==> config.mk <==
export PLATFORM = sky130hd
export DESIGN_NAME = irq_halt_reg
export DESIGN_NICKNAME = d
export VERILOG_FILES = /design/src/rtl/irq_halt_pkg.sv /design/src/rtl/irq_status_store.sv /design/src/rtl/irq_gate_or.sv /design/src/rtl/irq_halt_reg.sv
export SDC_FILE = /design/constraint.sdc
export NUM_CORES = 1
export LEC_CHECK = 0
export CAP_MARGIN = 20
export CORE_AREA = 2 2 39 41
export CTS_CLUSTER_DIAMETER = 50
export DETAILED_ROUTE_END_ITERATION = 8
export DIE_AREA = 0 0 41 43
export GPL_TIMING_DRIVEN = 0
export PLACE_DENSITY_LB_ADDON = 0.1
export RECOVER_POWER = 25
export SKIP_LAST_GASP = 1
export SLEW_MARGIN = 20
export SYNTH_ARGS = -nofsm -noshare
export SYNTH_HDL_FRONTEND = slang
export SYNTH_HIERARCHICAL = 1
export SYNTH_SLANG_ARGS = --single-unit
==> constraint.sdc <==
create_clock -name clk_i -period 0.8 [get_ports clk_i]
set_input_delay 0.12 -clock clk_i [delete_from_list [all_inputs] [get_ports clk_i]]
set_output_delay 0.12 -clock clk_i [all_outputs]
set_load 0.03 [all_outputs]
==> src/rtl/irq_halt_pkg.sv <==
package irq_halt_pkg;
  // Gating variant chosen per bit at elaboration; mask takes priority over enable.
  typedef enum logic [1:0] {
    GATE_RAW    = 2'd0,
    GATE_MASK   = 2'd1,
    GATE_ENABLE = 2'd2
  } gate_kind_e;

  function automatic gate_kind_e pick_gate(input logic has_mask, input logic has_en);
    if (has_mask)    return GATE_MASK;
    else if (has_en) return GATE_ENABLE;
    else             return GATE_RAW;
  endfunction
endpackage

==> src/rtl/irq_status_store.sv <==
module irq_status_store #(
  parameter int N_BITS = 4
) (
  input  logic              clk_i,
  input  logic              rst_ni,
  input  logic [N_BITS-1:0] event_i,
  input  logic              clr_we_i,
  input  logic [N_BITS-1:0] clr_data_i,
  output logic [N_BITS-1:0] status_o
);
  logic [N_BITS-1:0] clr_hit;
  assign clr_hit = clr_we_i ? clr_data_i : '0;

  for (genvar i = 0; i < N_BITS; i++) begin : g_bit
    logic q;
    always_ff @(posedge clk_i or negedge rst_ni) begin
      if (!rst_ni)         q <= 1'b0;
      else if (event_i[i]) q <= 1'b1;   // set wins over clear
      else if (clr_hit[i]) q <= 1'b0;
    end
    assign status_o[i] = q;


    set_holds_chk: assert property (@(posedge clk_i) disable iff (!rst_ni)
      event_i[i] |=> status_o[i]);

    w1c_clears_chk: assert property (@(posedge clk_i) disable iff (!rst_ni)
      (clr_we_i && clr_data_i[i] && !event_i[i]) |=> !status_o[i]);

    idle_stable_chk: assert property (@(posedge clk_i) disable iff (!rst_ni)
      (!event_i[i] && !(clr_we_i && clr_data_i[i])) |=> (status_o[i] == $past(status_o[i])));
  end
endmodule

==> src/rtl/irq_gate_or.sv <==
module irq_gate_or
  import irq_halt_pkg::*;
#(
  parameter int              N_BITS   = 4,
  parameter logic [N_BITS-1:0] MASK_SEL = '0,
  parameter logic [N_BITS-1:0] EN_SEL   = '0
) (
  input  logic [N_BITS-1:0] bits_i,
  input  logic [N_BITS-1:0] mask_i,
  input  logic [N_BITS-1:0] enable_i,
  output logic              any_o
);
  logic [N_BITS-1:0] term;

  for (genvar i = 0; i < N_BITS; i++) begin : g_term
    localparam gate_kind_e KIND = pick_gate(MASK_SEL[i], EN_SEL[i]);
    always_comb begin
      unique case (KIND)
        GATE_MASK:   term[i] = bits_i[i] & ~mask_i[i];
        GATE_ENABLE: term[i] = bits_i[i] & enable_i[i];
        default:     term[i] = bits_i[i];
      endcase
    end
  end

  assign any_o = |term;

  // a request needs at least one stored bit
  always_comb begin
    if (any_o) req_needs_bit_chk: assert (bits_i != '0);
  end
endmodule

==> src/rtl/irq_halt_reg.sv <==
module irq_halt_reg #(
  parameter int                N_BITS        = 4,
  parameter logic [N_BITS-1:0] IRQ_MASK_SEL  = 4'b0101,
  parameter logic [N_BITS-1:0] IRQ_EN_SEL    = 4'b0011,
  parameter logic [N_BITS-1:0] HALT_MASK_SEL = 4'b1010,
  parameter logic [N_BITS-1:0] HALT_EN_SEL   = 4'b0110
) (
  input  logic              clk_i,
  input  logic              rst_ni,
  input  logic [N_BITS-1:0] event_i,
  input  logic              clr_we_i,
  input  logic [N_BITS-1:0] clr_data_i,
  input  logic [N_BITS-1:0] mask_i,
  input  logic [N_BITS-1:0] enable_i,
  input  logic [N_BITS-1:0] halt_mask_i,
  input  logic [N_BITS-1:0] halt_enable_i,
  output logic [N_BITS-1:0] status_o,
  output logic              irq_o,
  output logic              halt_o
);
  localparam bit HALT_PRESENT = |(HALT_MASK_SEL | HALT_EN_SEL);

  logic [N_BITS-1:0] status_q;
  logic              irq_any, halt_any;

  irq_status_store #(.N_BITS(N_BITS)) u_store (
    .clk_i, .rst_ni, .event_i, .clr_we_i, .clr_data_i,
    .status_o(status_q)
  );

  irq_gate_or #(.N_BITS(N_BITS), .MASK_SEL(IRQ_MASK_SEL), .EN_SEL(IRQ_EN_SEL)) u_irq_gate (
    .bits_i(status_q), .mask_i(mask_i), .enable_i(enable_i), .any_o(irq_any)
  );

  irq_gate_or #(.N_BITS(N_BITS), .MASK_SEL(HALT_MASK_SEL), .EN_SEL(HALT_EN_SEL)) u_halt_gate (
    .bits_i(status_q), .mask_i(halt_mask_i), .enable_i(halt_enable_i), .any_o(halt_any)
  );

  assign status_o = status_q;
  assign irq_o    = irq_any;
  assign halt_o   = HALT_PRESENT ? halt_any : 1'b0;


  reset_quiet_chk: assert property (@(posedge clk_i)
    !rst_ni |-> (status_o == '0 && !irq_o && !halt_o));

  irq_src_chk: assert property (@(posedge clk_i) disable iff (!rst_ni)
    irq_o |-> (status_o != '0));

  halt_src_chk: assert property (@(posedge clk_i) disable iff (!rst_ni)
    halt_o |-> (status_o != '0));
endmodule

; ---- Word-level counts from Yosys, hierarchy flattened
; Index checks and enable logic that the tools add are counted.
[word_totals]
out_inout_bits = 6
wordCells = 29
regBits = 4
in_bits = 27
[classes]
bitwise = 10
reduce_logical = 6
n_mux = 9
[op_table]
columns = op, n
row1 = 1-bit 2-to-1 mux, 8
row2 = 2-bit nonzero test, 4
row3 = 4-bit OR reduction, 2
row4 = 1-bit AND, 6
row5 = 4-bit 2-to-1 mux, 1
row6 = 1-bit inverter, 4

; ---- Depth between registers and ports, before layout
[logic_depth]
depth_word = 3
mapped_depth = 3

; ---- By module
; Netlist, hierarchy kept.
[modules_own_cells]
columns = mod, instances, area_per_inst_um2, cells_each
row1 = irq_status_store, 1, 175.2, 16
row2 = irq_gate_or, 2, 22.5, 4

; ---- Worst setup path after synthesis
; No wires, ideal clock.
[synth_path]
kind = register to output
start = register u_store.g_bit[2].q
end = output port halt_o
arrival_time_ns = 0.929
stages_incl_launch_ff = 4
slack_ns = -0.249
required_ns = 0.680
cell_sequence = dfrtp_1 > buf_4 > a21oi_1 > nand3_1
[synth_via]
elab_chain_len = 2
[synth_lines]
columns = element, line
row1 = start: declaration, irq_status_store.sv:15  ; logic q;
row2 = start signal: assignment, irq_status_store.sv:17  ; if (!rst_ni) q <= 1'b0;
row3 = start signal: assignment, irq_status_store.sv:18  ; else if (event_i[i]) q <= 1'b1;
row4 = start signal: assignment, irq_status_store.sv:19  ; else if (clr_hit[i]) q <= 1'b0;
row5 = 1-bit AND, irq_gate_or.sv:20  ; GATE_ENABLE: term[i] = bits_i[i] & enable_i[i];
row6 = 4-bit OR reduction, irq_gate_or.sv:26  ; assign any_o = |term;
row7 = end: declaration, irq_halt_reg.sv:19  ; output logic halt_o
; Every way passes these cells.

; ---- Worst setup path in the final report
[layout_path]
start = register u_store.g_bit[1].q
end = output port irq_o
[layout_via]
elab_chain_len = 2
[layout_lines]
columns = element, line
row1 = start: declaration, irq_status_store.sv:15
row2 = start signal: assignment, irq_status_store.sv:17
row3 = start signal: assignment, irq_status_store.sv:18
row4 = start signal: assignment, irq_status_store.sv:19
row5 = 1-bit AND, irq_gate_or.sv:20
row6 = 4-bit OR reduction, irq_gate_or.sv:26
row7 = end: declaration, irq_halt_reg.sv:18  ; output logic irq_o,
; Every way passes these cells.

==> impl_metrics.csv <==
group,metric,value,unit
run_status,status,"finished, violations left",
run_status,violations,"negative setup slack",
sta,relSlewSlack,0.8738,
final_layout,top_register,"u_store/g_bit.q",
worst_setup_path,startpoint_type,"flop",
synthesis,ys_warn_count,6,
routing,final_antenna_net_count,0,
floorplan,die_w,41,µm
sta,rsz0062_at_grt,"yes",
floorplan,rows,14,
cts,holdBufCountCts,0,
sta,worst_slew_pin_slew,0.1887,ns
routing,drc,0,
pwr,ir_drop,0.0007174,V
worst_setup_path,cpPeakStageDelay,0.38,ns
final_layout,largestRegisters,"u_store/g_bit.q x4",
sta,slew_viol_final,0,
floorplan,dieArea,1763,µm²
worst_setup_path,cp.buffers_inverters,2,
job,drv_cap,0,
routing,vias,256,
place,dpl.cell_count,62,
global_route,track_usage,0.09384,
worst_setup_path,r2r_slack,0.03,ns
cts,cts_tree,"done",
cts,cts-buffers-inserted,3,
pwr,power_density,1277,nW/µm²
sta,finalClockSkew,0,ns
place,place_ws,-0.7507,ns
place,gp_congestion,0.6239,
final_layout,final_common_cell,"clkdlybuf4s50_1",
synthesis,synth_xor_xnor_area_share,0,
cts,cts_root_buf,"clkbuf_4",
final_layout,drive_gt1_frac,0.3725,
worst_setup_path,worstPathMaxFanout,3,
final_layout,area_growth,156.3,%
cts,clk_path_buf_depth,2,
sta,holdWs,0.1629,ns
worst_setup_path,cp.arrival,1.09,ns
final_layout,fin_cells,67,
synthesis,synth_nets,51,
cts,clkTransAtPathRegs,0.04,ns
global_route,grt_pass1_vias,279,
floorplan,io_pins,33,
floorplan,start_util,0.1591,
sta,setup_viol,6,
routing,first_pass_iters,4,
routing,wl_per_cell,9.746,µm
cts,cts.sinks,4,
final_layout,largest_reg_flops,4,
synthesis,synthCells,24,
synthesis,synth.area.top_cells,"dfrtp_1, a21o_1, buf_4, nand2b_1, nand2_1",
final_layout,final_cell_mix,"clkdlybuf4s50_1, buf_6",
synthesis,yosys.area_share.adder,0,
final_layout,multiInputGateArea,137.6,µm²
global_route,antenna_found_initial,0,
worst_setup_path,slowest_stage,"dfrtp_1",
global_route,grt_pass1_wl,1035,µm
worst_setup_path,reg2reg_depth,2,
sta,min_period_over_period,1.516,
routing,via_per_inst,3.821,
worst_setup_path,end_kind,"output pin",
final_layout,antenna_cells_inserted,0,
worst_setup_path,critPathKind,"reg2out",
synthesis,syn_area,220.2,µm²
synthesis,ys_seq_area_frac,0.4545,
sta,min_period,1.213,ns
worst_setup_path,cp_num_cells,4,
global_route,grt_max_degree,5,
global_route,gr-total-overflow,0,
worst_setup_path,cp_top_family,"flip-flops",
sta,fmax,0.8244,GHz
final_layout,fill_cells,129,
worst_hold_path,hold_path.class,"in2async",
synthesis,synth-compound-area-share,0.1818,
floorplan,coreArea,1384,µm²
final_layout,nets,80,
synthesis,synth_mux_area_frac,0,
synthesis,synth.largest_area_cell,"dfrtp_1",
sta,setup_slack,-0.4130,ns
worst_setup_path,worstReg2RegEnd,"u_store/g_bit[3].q$_DFFE_PN0P_",
floorplan,die_h,43,µm
cts,h-tree-depth,1,
worst_setup_path,r2r_start,"u_store/g_bit[3].q$_DFFE_PN0P_",
place,io_buffers,22,
synthesis,synthDistinctLibCells,7,
synthesis,synth_top_area_share,0.4545,
cts,clk-insertion-delay-late,0.23,ns
worst_setup_path,crit_path_cell_trace,"buf_6 -> a21oi_4 -> nand3_4 -> buf_6",
final_layout,seq_area,100.1,µm²
worst_setup_path,crit_top_cell,"buf_6",
worst_setup_path,crit_start,"u_store/g_bit[1].q$_DFFE_PN0P_",
worst_setup_path,cp.required,0.68,ns
synthesis,yosys.area_share.simple,0.2273,
pwr,p_leak,0.2367,nW
synthesis,ys_ff_latch,4,
routing,first_iter_violations,2,
sta,hold_viol,0,
routing,wirelength,653,µm
synthesis,syn_area_per_cell,9.175,µm²
synthesis,synth_top_family_by_area,"simple AND/OR/NAND/NOR gates",
worst_setup_path,crit_end,"irq_o",
==> final cells by class <==
cell class                 count  share of cell area
multi-input combinational     16              0.2439
buffer                         4             0.07982
sequential                     4              0.1774
tap                           16             0.03548
clock buffer                   3             0.03991
timing repair buffer          24              0.4235
==> how the worst min path moves through the flow <==
| stage | endpoint | slack (ns) | cells past startpoint |
|---|---|---|---|
| final | u_store/g_bit[1].q$_DFFE_PN0P_ | 0.16 | 1 |
| after global routing | u_store/g_bit[3].q$_DFFE_PN0P_ | 0.17 | 1 |
| after CTS | u_store/g_bit[2].q$_DFFE_PN0P_ | 0.09 | 1 |
| after detailed placement | u_store/g_bit[1].q$_DFFE_PN0P_ | 0.34 | 1 |
| after global placement | u_store/g_bit[0].q$_DFFE_PN0P_ | 0.33 | 1 |
| after floorplan | u_store/g_bit[0].q$_DFFE_PN0P_ | -0.18 | 0 |
==> routing by layer <==
metal	share of wire	vias up	track usage
li1	-	131	-
met1	0.36	111	0.08497
met2	0.54	14	0.1500
met3	0.10	0	0.03665
met4	0	0	0.08000
met5	0	-	0
==> cells in the mapped netlist <==
library cell and instances:
buf_4 4, dfrtp_1 4, a21oi_1 2, nand3_1 2, a21o_1 4, nand2b_1 4
nand2_1 4
==> worst register-to-register path: stages (launching register included) <==
cell and delay (ns):
dfrtp_1 0.38, buf_4 0.13, a21o_1 0.15
==> through the flow <==
step	area [µm²]	TNS [ns]	power [mW]	utilization
3_3_place_gp	523.0	-4.055	0.4704	0.3779
2_1_floorplan	282.8	-0.1765	0.3481	-
4_1_cts	550.5	-1.973	0.7397	0.3978
3_5_place_dp	523.0	-4.183	0.4757	0.3779
5_1_grt	564.3	-1.887	0.7785	0.4078
6_report	564.3	-1.617	0.7204	0.4078
==> cells by family after synthesis <==
kind of cell,after synthesis
and+or+nand+nor,10
AOI/OAI and AO/OA,6
DFF,4
buffers and inverters,4
==> repair_timing <==
action / CTS / global route
setup buffers: 1 / 1
resized for setup: 34 / 6
setup endpoints to repair: 6 / 9
==> report_power, final <==
part | total [mW] | leakage [nW] | internal [mW] | switching (mW)
sequential | 0.226 | 0.0401 | 0.217 | 0.00942
clock | 0.241 | 0.0138 | 0.167 | 0.0737
combinational | 0.253 | 0.183 | 0.151 | 0.102
No activity file was read; power rests on OpenSTA's default activity.
